$ cat src/rtl/legacy_sysctl_pkg.sv
// Package: shared port map and types for the legacy system control registers.
// Assumes 16-bit I/O addresses and byte-wide data.
package legacy_sysctl_pkg;
    localparam int unsigned ADDR_W     = 16;
    localparam int unsigned DATA_W     = 8;
    localparam int unsigned INDEX_W    = DATA_W - 1;
    localparam logic [ADDR_W-1:0] PORT_NMI    = 16'h0070;
    localparam logic [ADDR_W-1:0] PORT_ALIAS  = 16'h0074;
    localparam logic [ADDR_W-1:0] PORT_SYSCTL = 16'h0092;

    typedef enum logic [1:0] {
        SEL_NONE   = 2'd0,
        SEL_NMI    = 2'd1,
        SEL_ALIAS  = 2'd2,
        SEL_SYSCTL = 2'd3
    } port_sel_e;

    // Map an I/O address onto one of the decoded ports.
    function automatic port_sel_e decode_port(input logic [ADDR_W-1:0] a);
        if (a == PORT_NMI)         return SEL_NMI;
        else if (a == PORT_ALIAS)  return SEL_ALIAS;
        else if (a == PORT_SYSCTL) return SEL_SYSCTL;
        else                       return SEL_NONE;
    endfunction
endpackage

$ cat src/rtl/lsc_nmi_index.sv
// NMI mask and clock index register.
// Holds the mask bit (reset 1 = masked) and the index field, gates the raw NMI,
// and strobes the index toward the clock / CMOS interface after each write.
// Assumes wr_en is a one-cycle pulse already qualified by address decode.
module lsc_nmi_index
    import legacy_sysctl_pkg::*;
(
    input  logic               clk,
    input  logic               rst_n,
    input  logic               wr_en,
    input  logic [DATA_W-1:0]  wdata,
    input  logic               nmi_raw,
    output logic [DATA_W-1:0]  reg_q,
    output logic               nmi_out,
    output logic [INDEX_W-1:0] index_q,
    output logic               index_wr
);
    logic mask_q;
    logic past_ok;

    // Store the mask bit and the index on a write.
    always_ff @(posedge clk) begin
        if (!rst_n) begin
            mask_q  <= 1'b1;
            index_q <= '0;
        end else if (wr_en) begin
            mask_q  <= wdata[DATA_W-1];
            index_q <= wdata[INDEX_W-1:0];
        end
    end

    // Register the masked NMI and the index write strobe.
    always_ff @(posedge clk) begin
        if (!rst_n) begin
            nmi_out  <= 1'b0;
            index_wr <= 1'b0;
        end else begin
            nmi_out  <= nmi_raw & ~mask_q;
            index_wr <= wr_en;
        end
    end

    // Track that at least one edge has passed since reset release.
    always_ff @(posedge clk) begin
        if (!rst_n) past_ok <= 1'b0;
        else        past_ok <= 1'b1;
    end

    assign reg_q = {mask_q, index_q};


    nmi_gate_chk: assert property (@(posedge clk) disable iff (!rst_n)
        (past_ok && nmi_out) |-> ($past(nmi_raw) && !$past(mask_q)));

    index_strobe_chk: assert property (@(posedge clk) disable iff (!rst_n)
        (past_ok && index_wr) |-> ($past(wr_en) && index_q == $past(wdata[INDEX_W-1:0])));
endmodule

$ cat src/rtl/lsc_init_pulse.sv
// Fixed-length active-low init pulse generator.
// A start request while idle loads the counter and drives init_n low for
// PULSE_LEN clocks. A start during a running pulse is ignored.
module lsc_init_pulse #(
    parameter int unsigned PULSE_LEN = 16
) (
    input  logic clk,
    input  logic rst_n,
    input  logic start,
    output logic init_n
);
    localparam int unsigned CNT_W = $clog2(PULSE_LEN + 1);
    localparam logic [CNT_W-1:0] LOAD = CNT_W'(PULSE_LEN);

    logic [CNT_W-1:0] remain_q;

    // Load on an idle start, else count down and release at the last cycle.
    always_ff @(posedge clk) begin
        if (!rst_n) begin
            remain_q <= '0;
            init_n   <= 1'b1;
        end else if (remain_q == '0) begin
            if (start) begin
                remain_q <= LOAD;
                init_n   <= 1'b0;
            end
        end else begin
            remain_q <= remain_q - 1'b1;
            init_n   <= (remain_q == CNT_W'(1));
        end
    end


    pulse_start_chk: assert property (@(posedge clk) disable iff (!rst_n)
        $fell(init_n) |-> (remain_q == LOAD));

    pulse_low_chk: assert property (@(posedge clk) disable iff (!rst_n)
        !init_n |-> (remain_q != '0));

    no_restart_chk: assert property (@(posedge clk) disable iff (!rst_n)
        (remain_q > CNT_W'(1)) |=> (remain_q == $past(remain_q) - 1'b1));
endmodule

$ cat src/rtl/lsc_fast_a20_init.sv
// Fast A20 gate and software init register.
// Keeps two bits (A20, init). Reserved bits are not stored. It forms the A20
// mask output and starts an init pulse on a 0-to-1 write of the init bit.
// Assumes wr_en is a one-cycle pulse already qualified by address decode.
module lsc_fast_a20_init
    import legacy_sysctl_pkg::*;
#(
    parameter int unsigned PULSE_LEN = 16
) (
    input  logic              clk,
    input  logic              rst_n,
    input  logic              wr_en,
    input  logic [DATA_W-1:0] wdata,
    input  logic              a20_gate,
    output logic [1:0]        bits_q,
    output logic              a20m_n,
    output logic              init_n
);
    logic a20_q;
    logic init_q;
    logic start;
    logic past_ok;

    assign start  = wr_en & wdata[0] & ~init_q;
    assign bits_q = {a20_q, init_q};

    // Store the two defined bits; bits 7:2 are dropped.
    always_ff @(posedge clk) begin
        if (!rst_n) begin
            a20_q  <= 1'b0;
            init_q <= 1'b0;
        end else if (wr_en) begin
            a20_q  <= wdata[1];
            init_q <= wdata[0];
        end
    end

    // Register the combined A20 mask output.
    always_ff @(posedge clk) begin
        if (!rst_n) a20m_n <= 1'b1;
        else        a20m_n <= a20_gate | a20_q;
    end

    // Track that at least one edge has passed since reset release.
    always_ff @(posedge clk) begin
        if (!rst_n) past_ok <= 1'b0;
        else        past_ok <= 1'b1;
    end

    lsc_init_pulse #(.PULSE_LEN(PULSE_LEN)) u_pulse (
        .clk    (clk),
        .rst_n  (rst_n),
        .start  (start),
        .init_n (init_n)
    );


    a20_mask_chk: assert property (@(posedge clk) disable iff (!rst_n)
        past_ok |-> (a20m_n == ($past(a20_gate) | $past(a20_q))));

    init_edge_chk: assert property (@(posedge clk) disable iff (!rst_n)
        (past_ok && $fell(init_n)) |-> ($past(wr_en) && $past(wdata[0]) && !$past(init_q)));
endmodule

$ cat src/rtl/lsc_read_mux.sv
// Registered read data selector.
// Returns the addressed byte one cycle after a read and 00h otherwise. The
// index field is exposed only in alternate-access mode.
module lsc_read_mux
    import legacy_sysctl_pkg::*;
(
    input  logic              clk,
    input  logic              rst_n,
    input  logic              rd_en,
    input  port_sel_e         sel,
    input  logic              alt_access,
    input  logic [DATA_W-1:0] nmi_reg,
    input  logic [1:0]        sys_bits,
    output logic [DATA_W-1:0] rdata
);
    logic [DATA_W-1:0] mux_d;

    // Pick the byte for the addressed port.
    always_comb begin
        mux_d = '0;
        unique case (sel)
            SEL_NMI:    mux_d = alt_access ? nmi_reg
                                           : {nmi_reg[DATA_W-1], {(DATA_W-1){1'b0}}};
            SEL_ALIAS:  mux_d = alt_access ? nmi_reg : '0;
            SEL_SYSCTL: mux_d = {{(DATA_W-2){1'b0}}, sys_bits};
            default:    mux_d = '0;
        endcase
    end

    // Capture read data for one cycle; zero when idle.
    always_ff @(posedge clk) begin
        if (!rst_n)     rdata <= '0;
        else if (rd_en) rdata <= mux_d;
        else            rdata <= '0;
    end


    idle_zero_chk: assert property (@(posedge clk) disable iff (!rst_n)
        !rd_en |=> (rdata == '0));

    reserved_zero_chk: assert property (@(posedge clk) disable iff (!rst_n)
        (rd_en && sel == SEL_SYSCTL) |=> (rdata[DATA_W-1:2] == '0));
endmodule

$ cat src/rtl/legacy_sysctl_regs.sv
// Top of the legacy NMI / fast A20 / init register block.
// Decodes byte-wide I/O accesses at the NMI, alias and system control ports,
// and routes writes to the two register slices and reads through the mux.
// Assumes io_wr and io_rd are one-cycle strobes and never both high.
module legacy_sysctl_regs
    import legacy_sysctl_pkg::*;
#(
    parameter int unsigned PULSE_LEN = 16
) (
    input  logic               clk,
    input  logic               rst_n,
    input  logic [ADDR_W-1:0]  io_addr,
    input  logic               io_wr,
    input  logic               io_rd,
    input  logic [DATA_W-1:0]  io_wdata,
    output logic [DATA_W-1:0]  io_rdata,
    input  logic               alt_access,
    input  logic               nmi_raw,
    output logic               nmi_out,
    output logic [INDEX_W-1:0] rtc_index,
    output logic               rtc_index_wr,
    input  logic               a20_gate,
    output logic               a20m_n,
    output logic               init_n
);
    port_sel_e         sel;
    logic              wr_nmi;
    logic              wr_sys;
    logic [DATA_W-1:0] nmi_reg;
    logic [1:0]        sys_bits;

    // Decode the address; writes to the alias port are not routed.
    always_comb begin
        sel    = decode_port(io_addr);
        wr_nmi = io_wr && (sel == SEL_NMI);
        wr_sys = io_wr && (sel == SEL_SYSCTL);
    end

    lsc_nmi_index u_nmi (
        .clk      (clk),
        .rst_n    (rst_n),
        .wr_en    (wr_nmi),
        .wdata    (io_wdata),
        .nmi_raw  (nmi_raw),
        .reg_q    (nmi_reg),
        .nmi_out  (nmi_out),
        .index_q  (rtc_index),
        .index_wr (rtc_index_wr)
    );

    lsc_fast_a20_init #(.PULSE_LEN(PULSE_LEN)) u_sys (
        .clk      (clk),
        .rst_n    (rst_n),
        .wr_en    (wr_sys),
        .wdata    (io_wdata),
        .a20_gate (a20_gate),
        .bits_q   (sys_bits),
        .a20m_n   (a20m_n),
        .init_n   (init_n)
    );

    lsc_read_mux u_rd (
        .clk        (clk),
        .rst_n      (rst_n),
        .rd_en      (io_rd),
        .sel        (sel),
        .alt_access (alt_access),
        .nmi_reg    (nmi_reg),
        .sys_bits   (sys_bits),
        .rdata      (io_rdata)
    );


    alias_write_chk: assert property (@(posedge clk) disable iff (!rst_n)
        (io_wr && sel != SEL_NMI) |=> $stable(nmi_reg));

    stray_write_chk: assert property (@(posedge clk) disable iff (!rst_n)
        (io_wr && sel != SEL_SYSCTL) |=> $stable(sys_bits));

    reset_init_chk: assert property (@(posedge clk)
        !rst_n |=> init_n);
endmodule

$ cat config.mk
export PLATFORM = sky130hd
export DESIGN_NAME = legacy_sysctl_regs
export DESIGN_NICKNAME = d
export VERILOG_FILES = /design/src/rtl/legacy_sysctl_pkg.sv /design/src/rtl/lsc_nmi_index.sv /design/src/rtl/lsc_init_pulse.sv /design/src/rtl/lsc_fast_a20_init.sv /design/src/rtl/lsc_read_mux.sv /design/src/rtl/legacy_sysctl_regs.sv
export SDC_FILE = /design/constraint.sdc
export NUM_CORES = 1
export LEC_CHECK = 0
export ABC_CLOCK_PERIOD_IN_PS = 2000
export CAP_MARGIN = 20
export CORE_MARGIN = 1.5
export CORE_UTILIZATION = 28
export DETAILED_ROUTE_END_ITERATION = 16
export DONT_BUFFER_PORTS = 1
export RECOVER_POWER = 50
export REMOVE_ABC_BUFFERS = 1
export SETUP_SLACK_MARGIN = 0.05
export SYNTH_ARGS = -nofsm -noshare
export SYNTH_HDL_FRONTEND = slang
export SYNTH_SLANG_ARGS = --single-unit
$ cat constraint.sdc
create_clock -name clk -period 2 [get_ports clk]
set_input_delay 0.4 -clock clk [delete_from_list [all_inputs] [get_ports clk]]
set_output_delay 0.4 -clock clk [all_outputs]
set_load 0.01 [all_outputs]
# Word-level counts from Yosys, hierarchy flattened
# Cells that the tools add are included.
[word_totals]
out_inout_bits = 19
ff_bits = 27
inputBits = 31
word_cells = 39
[op_classes]
bitwise = 6
n_reduce_logical = 4
n_eq_ne = 8
n_addsub = 1
n_mux = 10
[ops]
columns = ["cell", "n"]
rows = [
  ["16-bit by 7-bit == test with 1-bit output (second input constant)", 2],
  ["8-bit one-hot mux with 3 select lines", 1],
  ["16-bit by 8-bit == test with 1-bit output (second input constant)", 1],
  ["5-bit two-way mux", 2],
  ["8-bit two-way mux", 1],
  ["7-bit two-way mux", 1],
  ["2-bit two-way mux", 3],
  ["5-bit by 1-bit == test with 1-bit output (second input constant)", 1],
  ["5-bit logical NOT", 1],
  ["5-bit by 1-bit subtractor with 5-bit output (second input constant)", 1],
  ["2-bit == test (second input constant)", 2],
  ["1-bit bitwise AND", 3],
  ["2-bit by 1-bit == test with 1-bit output (second input constant)", 1],
  ["1-bit logical AND", 2],
  ["1-bit two-way mux", 2],
  ["2-bit by 1-bit inequality test with 1-bit output (second input constant)", 1],
  ["1-bit inverter", 2],
  ["2-bit AND reduction", 1],
  ["1-bit bitwise OR", 1],
]

# Longest topological paths before layout
[depth]
word_depth = 10
mapped_depth = 6
depth_no_buf = 6

# By module
# From an unflattened synthesis, not the netlist that was laid out.
[hier_totals]
cells_unflattened = 126
area_unflattened_um2 = 1244.9
[by_module_without_submodules]
columns = ["module", "area_each_um2", "seq_area_each_um2", "cells_each", "instances"]
rows = [
  ["lsc_nmi_index", 414.1, 200.2, 38, 1],
  ["lsc_init_pulse", 317.8, 120.1, 30, 1],
  ["lsc_read_mux", 282.8, 160.2, 32, 1],
  ["lsc_fast_a20_init", 120.1, 60.1, 13, 1],
  ["legacy_sysctl_regs", 110.1, 0.0, 13, 1],
]

# Worst setup path before layout
# OpenSTA, ideal clock, no wires.
[synth_timing]
path_kind = "input -> register"
startpoint = "input io_addr[7]"
endpoint = "register u_nmi.index_q[0]"
setup_ns = 0.072
path_buffers = 0
setup_slack_ns = 0.286
path_stages = 3
required_ns = 1.928
t_arrival_ns = 1.642
cell_sequence = "or4bb_4 > nor4_4 > mux2i_1"
[synth_between]
elab_chain_len = 6
elab_cells_between_ends = 8
classes_between = "eq/ne (4); mux (3); reduce/logical (1)"
[synth_rtl]
columns = ["element", "line_no", "rtl"]
rows = [
  ["from (decl)", "legacy_sysctl_regs.sv:12", "input logic [ADDR_W-1:0] io_addr,"],
  ["16-bit by 8-bit == test with 1-bit output", "legacy_sysctl_pkg.sv:22", "else if (a == PORT_SYSCTL) return SEL_SYSCTL;"],
  ["2-bit two-way mux", "legacy_sysctl_pkg.sv:22", ""],
  ["2-bit two-way mux", "legacy_sysctl_pkg.sv:21", "else if (a == PORT_ALIAS) return SEL_ALIAS;"],
  ["2-bit two-way mux *", "legacy_sysctl_pkg.sv:20", "if (a == PORT_NMI) return SEL_NMI;"],
  ["2-bit by 1-bit == test with 1-bit output *", "legacy_sysctl_regs.sv:35", "wr_nmi = io_wr && (sel == SEL_NMI);"],
  ["1-bit logical AND *", "legacy_sysctl_regs.sv:35", ""],
  ["to (signal assigned)", "lsc_nmi_index.sv:28", "index_q <= wdata[INDEX_W-1:0];"],
  ["to (decl)", "lsc_nmi_index.sv:15", "output logic [INDEX_W-1:0] index_q,"],
]
# Every way passes the cells marked *; elsewhere a longest branch is shown, timed or not.
# A chain may end at the register's enable or synchronous reset.

# Worst setup path in the final report
[layout_timing]
startpoint = "register u_sys.u_pulse.remain_q[0]"
endpoint = "register u_sys.u_pulse.remain_q[3]"
[layout_between]
elab_chain_len = 2
elab_cells_between_ends = 4
classes_between = "add/sub (1); eq/ne (1); mux (1); reduce/logical (1)"
[layout_rtl]
columns = ["element", "line_no", "rtl"]
rows = [
  ["from (decl)", "lsc_init_pulse.sv:15", "logic [CNT_W-1:0] remain_q;"],
  ["from (signal assigned)", "lsc_init_pulse.sv:28", "remain_q <= remain_q - 1'b1;"],
  ["5-bit by 1-bit subtractor with 5-bit output / 5-bit logical NOT (equally long branches)", "lsc_init_pulse.sv:28, lsc_init_pulse.sv:22", ""],
  ["5-bit two-way mux / 2-bit by 1-bit inequality test with 1-bit output (equally long branches)", "--", ""],
]
# Parallel ways exist; a longest one is shown, timed or not.

==> impl_metrics.env <==
export IMPL_synth_seq_cells=27
export IMPL_core_area_um2=4030
export IMPL_cts_clk_slew_worst_paths_ns=0.09
export IMPL_worstPathArrival_ns=1.84
export IMPL_synth_edf_count=0
export IMPL_antenna_found_initial=0
export IMPL_slew_viol_final=0
export IMPL_first_iter_violations=12
export IMPL_ys_warn_count=0
export IMPL_cts_sinks=27
export IMPL_post_drt_wl_per_cell_um=13.6
export IMPL_path_class="register to register"
export IMPL_clock_fmax_mhz=596
export IMPL_hold_viol=0
export IMPL_grt_pass1_vias=804
export IMPL_multi_input_area_um2=607
export IMPL_end_kind="register"
export IMPL_synth_seq_area_share=0.460
export IMPL_leakagePower_nw=0.459
export IMPL_ys_types=32
export IMPL_critPathLaunchType="register"
export IMPL_powerDensity_nw_per_um2=944
export IMPL_n_antenna_cell=0
export IMPL_die_w_um=67.8
export IMPL_ant_nets=0
export IMPL_stdcell_area_um2=1270
export IMPL_layout_drive_gt1_share=0.117
export IMPL_place_area_um2=1230
export IMPL_drcViolationCount=0
export IMPL_setup_viol=0
export IMPL_clock_latency_ns=0.26
export IMPL_synth_common_cells="dfxtp_1, nand2_1, mux2i_1"
export IMPL_ctsHoldBuffers=0
export IMPL_worstMarginPinSlew_ns=0.486
export IMPL_pre_cts_ws_ns=0.301
export IMPL_die_area_um2=4600
export IMPL_rsz0062_at_grt="false"
export IMPL_area_delta_synth_final_pct=8.40
export IMPL_nNetsFinal=155
export IMPL_num_io_pins=50
export IMPL_gr_total_overflow=0
export IMPL_dr_wl_met2_mm=1.15
export IMPL_tritoncts="yes"
export IMPL_final_setup_tns_ns=0
export IMPL_die_h_um=67.8
export IMPL_regArea_um2=541
export IMPL_grt_max_degree=31
export IMPL_status="completed"
export IMPL_syn_area_um2=1180
export IMPL_cts_max_level=1
export IMPL_route_met3_wl_um=181
export IMPL_skew_ns=0.00257
export IMPL_async_flop_share=0
export IMPL_io_buffers=0
export IMPL_fin_util=0.316
export IMPL_syn_area_per_cell_um2=9.97
export IMPL_drt_met1_wl_um=953
export IMPL_ir_drop_v=0.000339
export IMPL_crit_fanout=6
export IMPL_postCtsSetupRepairBufs=0
export IMPL_cts_inserted_buffers=3
export IMPL_fillers=415
export IMPL_drt_pass1_iter_count=4
export IMPL_fin_crit_ns=1.68
export IMPL_drv_cap=0
export IMPL_synthFlopType="dfxtp_1"
export IMPL_maxSlewHeadroom=0.672
export IMPL_yosysTopAreaCell="dfxtp_1"
export IMPL_grt_pass1_wl_mm=3.47
export IMPL_synth_most_common_cell="dfxtp_1"
export IMPL_routed_top_layer="met4"
export IMPL_fin_crit_sh=0.839
export IMPL_synth_top_area_share=0.460
export IMPL_synth_top_cells_by_area="dfxtp_1, mux2i_1, nand2_1, and2_1, nor4_4"
export IMPL_num_vias=826
export IMPL_cp_required_ns=2.16
export IMPL_grtUsageTotal=0.100
export IMPL_clockRootBuffer="clkbuf_8"
export IMPL_fin_ws_ns=0.322
export IMPL_hpwl_mm=1.79
export IMPL_initial_core_util=0.292
export IMPL_synth_cells=118
export IMPL_rows=23
export IMPL_clock_path_buffers=2
export IMPL_hp_class="primary input to register"
export IMPL_place_gp_congestion=0.766
export IMPL_cts_resized=0
export IMPL_finalWirelength_mm=2.31
export IMPL_vias_per_cell=4.86
[per-layer routing]
metal  global-route usage  vias up
met5                    0        -
met4               0.0375        0
met3               0.0313        2
met2                0.191       25
met1                0.101      379
li1                     -      420
[worst paths after layout]
kind / startpoint / end / slack [ns] / depth (start not counted)
setup / recovery: u_sys.u_pulse.remain_q[0] / u_sys.u_pulse.remain_q[3] / 0.32 / 6
hold / removal: rst_n / u_sys.u_pulse.init_n / 0.24 / 1
setup reg to reg: u_sys.u_pulse.remain_q[0] / u_sys.u_pulse.remain_q[3] / 0.32 / 6
hold reg to reg: u_sys.u_pulse.remain_q[1] / u_sys.u_pulse.remain_q[1] / 0.49 / 2
[flip-flops by register name, summed over array words and instances, names as in the netlist]
| signal | cells |
|---|---|
| u_sys.init_q | 1 |
| u_nmi.nmi_out | 1 |
| u_sys.a20m_n | 1 |
| u_sys.u_pulse.init_n | 1 |
| u_nmi.index_q | 7 |
| u_nmi.index_wr | 1 |
| u_rd.rdata | 8 |
| u_nmi.mask_q | 1 |
| u_sys.a20_q | 1 |
| u_sys.u_pulse.remain_q | 5 |
[layout make-up]
cell class	instances	share of cell area
Clock inverter	1	0.00393
Clock buffer	3	0.0324
Inverter	3	0.00883
Timing Repair Buffer	1	0.00589
Sequential cell	27	0.424
Multi-Input combinational cell	85	0.476
Tap cell	50	0.0491
[through the flow]
step	std cells	hold slack (ns)	total power, W
after floorplan	115	0.435	0.000871
after global placement	166	0.468	0.000911
after detailed placement	166	0.477	0.000923
after CTS	170	0.227	0.00122
after global routing	170	0.224	0.00129
final	170	0.236	0.00120
[where the power goes]
group	switching [W]	leakage (nW)	total (W)	internal, W
sequential	0.0000524	0.219	0.000638	0.000586
clock	0.000154	0.0255	0.000293	0.000139
combinational	0.000138	0.214	0.000272	0.000134
[critical path: stages (launching register included)]
cell	delay (ns)
dfxtp_1	0.34
inv_1	0.10
ha_1	0.25
nor4b_1	0.44
nor4_1	0.11
xor2_1	0.16
and2_1	0.17
[cells by family (layout without fill, tap and decap cells)]
kind of cell	after synthesis	count (layout)	synth area share
and+or+nand+nor	62	62	0.341
muxes	10	10	0.0851
xor gates and xnor gates	2	2	0.0149
adders and majority gates	3	3	0.0319
AOI/OAI and AO/OA	8	8	0.0479
buffers and inverters	6	8	0.0191
DFF	27	27	0.460
[layout by cell type, fill, tap and decap left out, drive strengths merged, types with 3 or more instances in the layout]
cell    Yosys  routed
inv         3       3
nand3       7       7
nor4b       3       3
dfxtp      27      27
o21ai       3       3
ha          3       3
and2        8       8
clkbuf      3       3
nor3        3       3
nor4        7       7
mux2i      10      10
nand2      21      21
(Power assumes the default switching activity.)
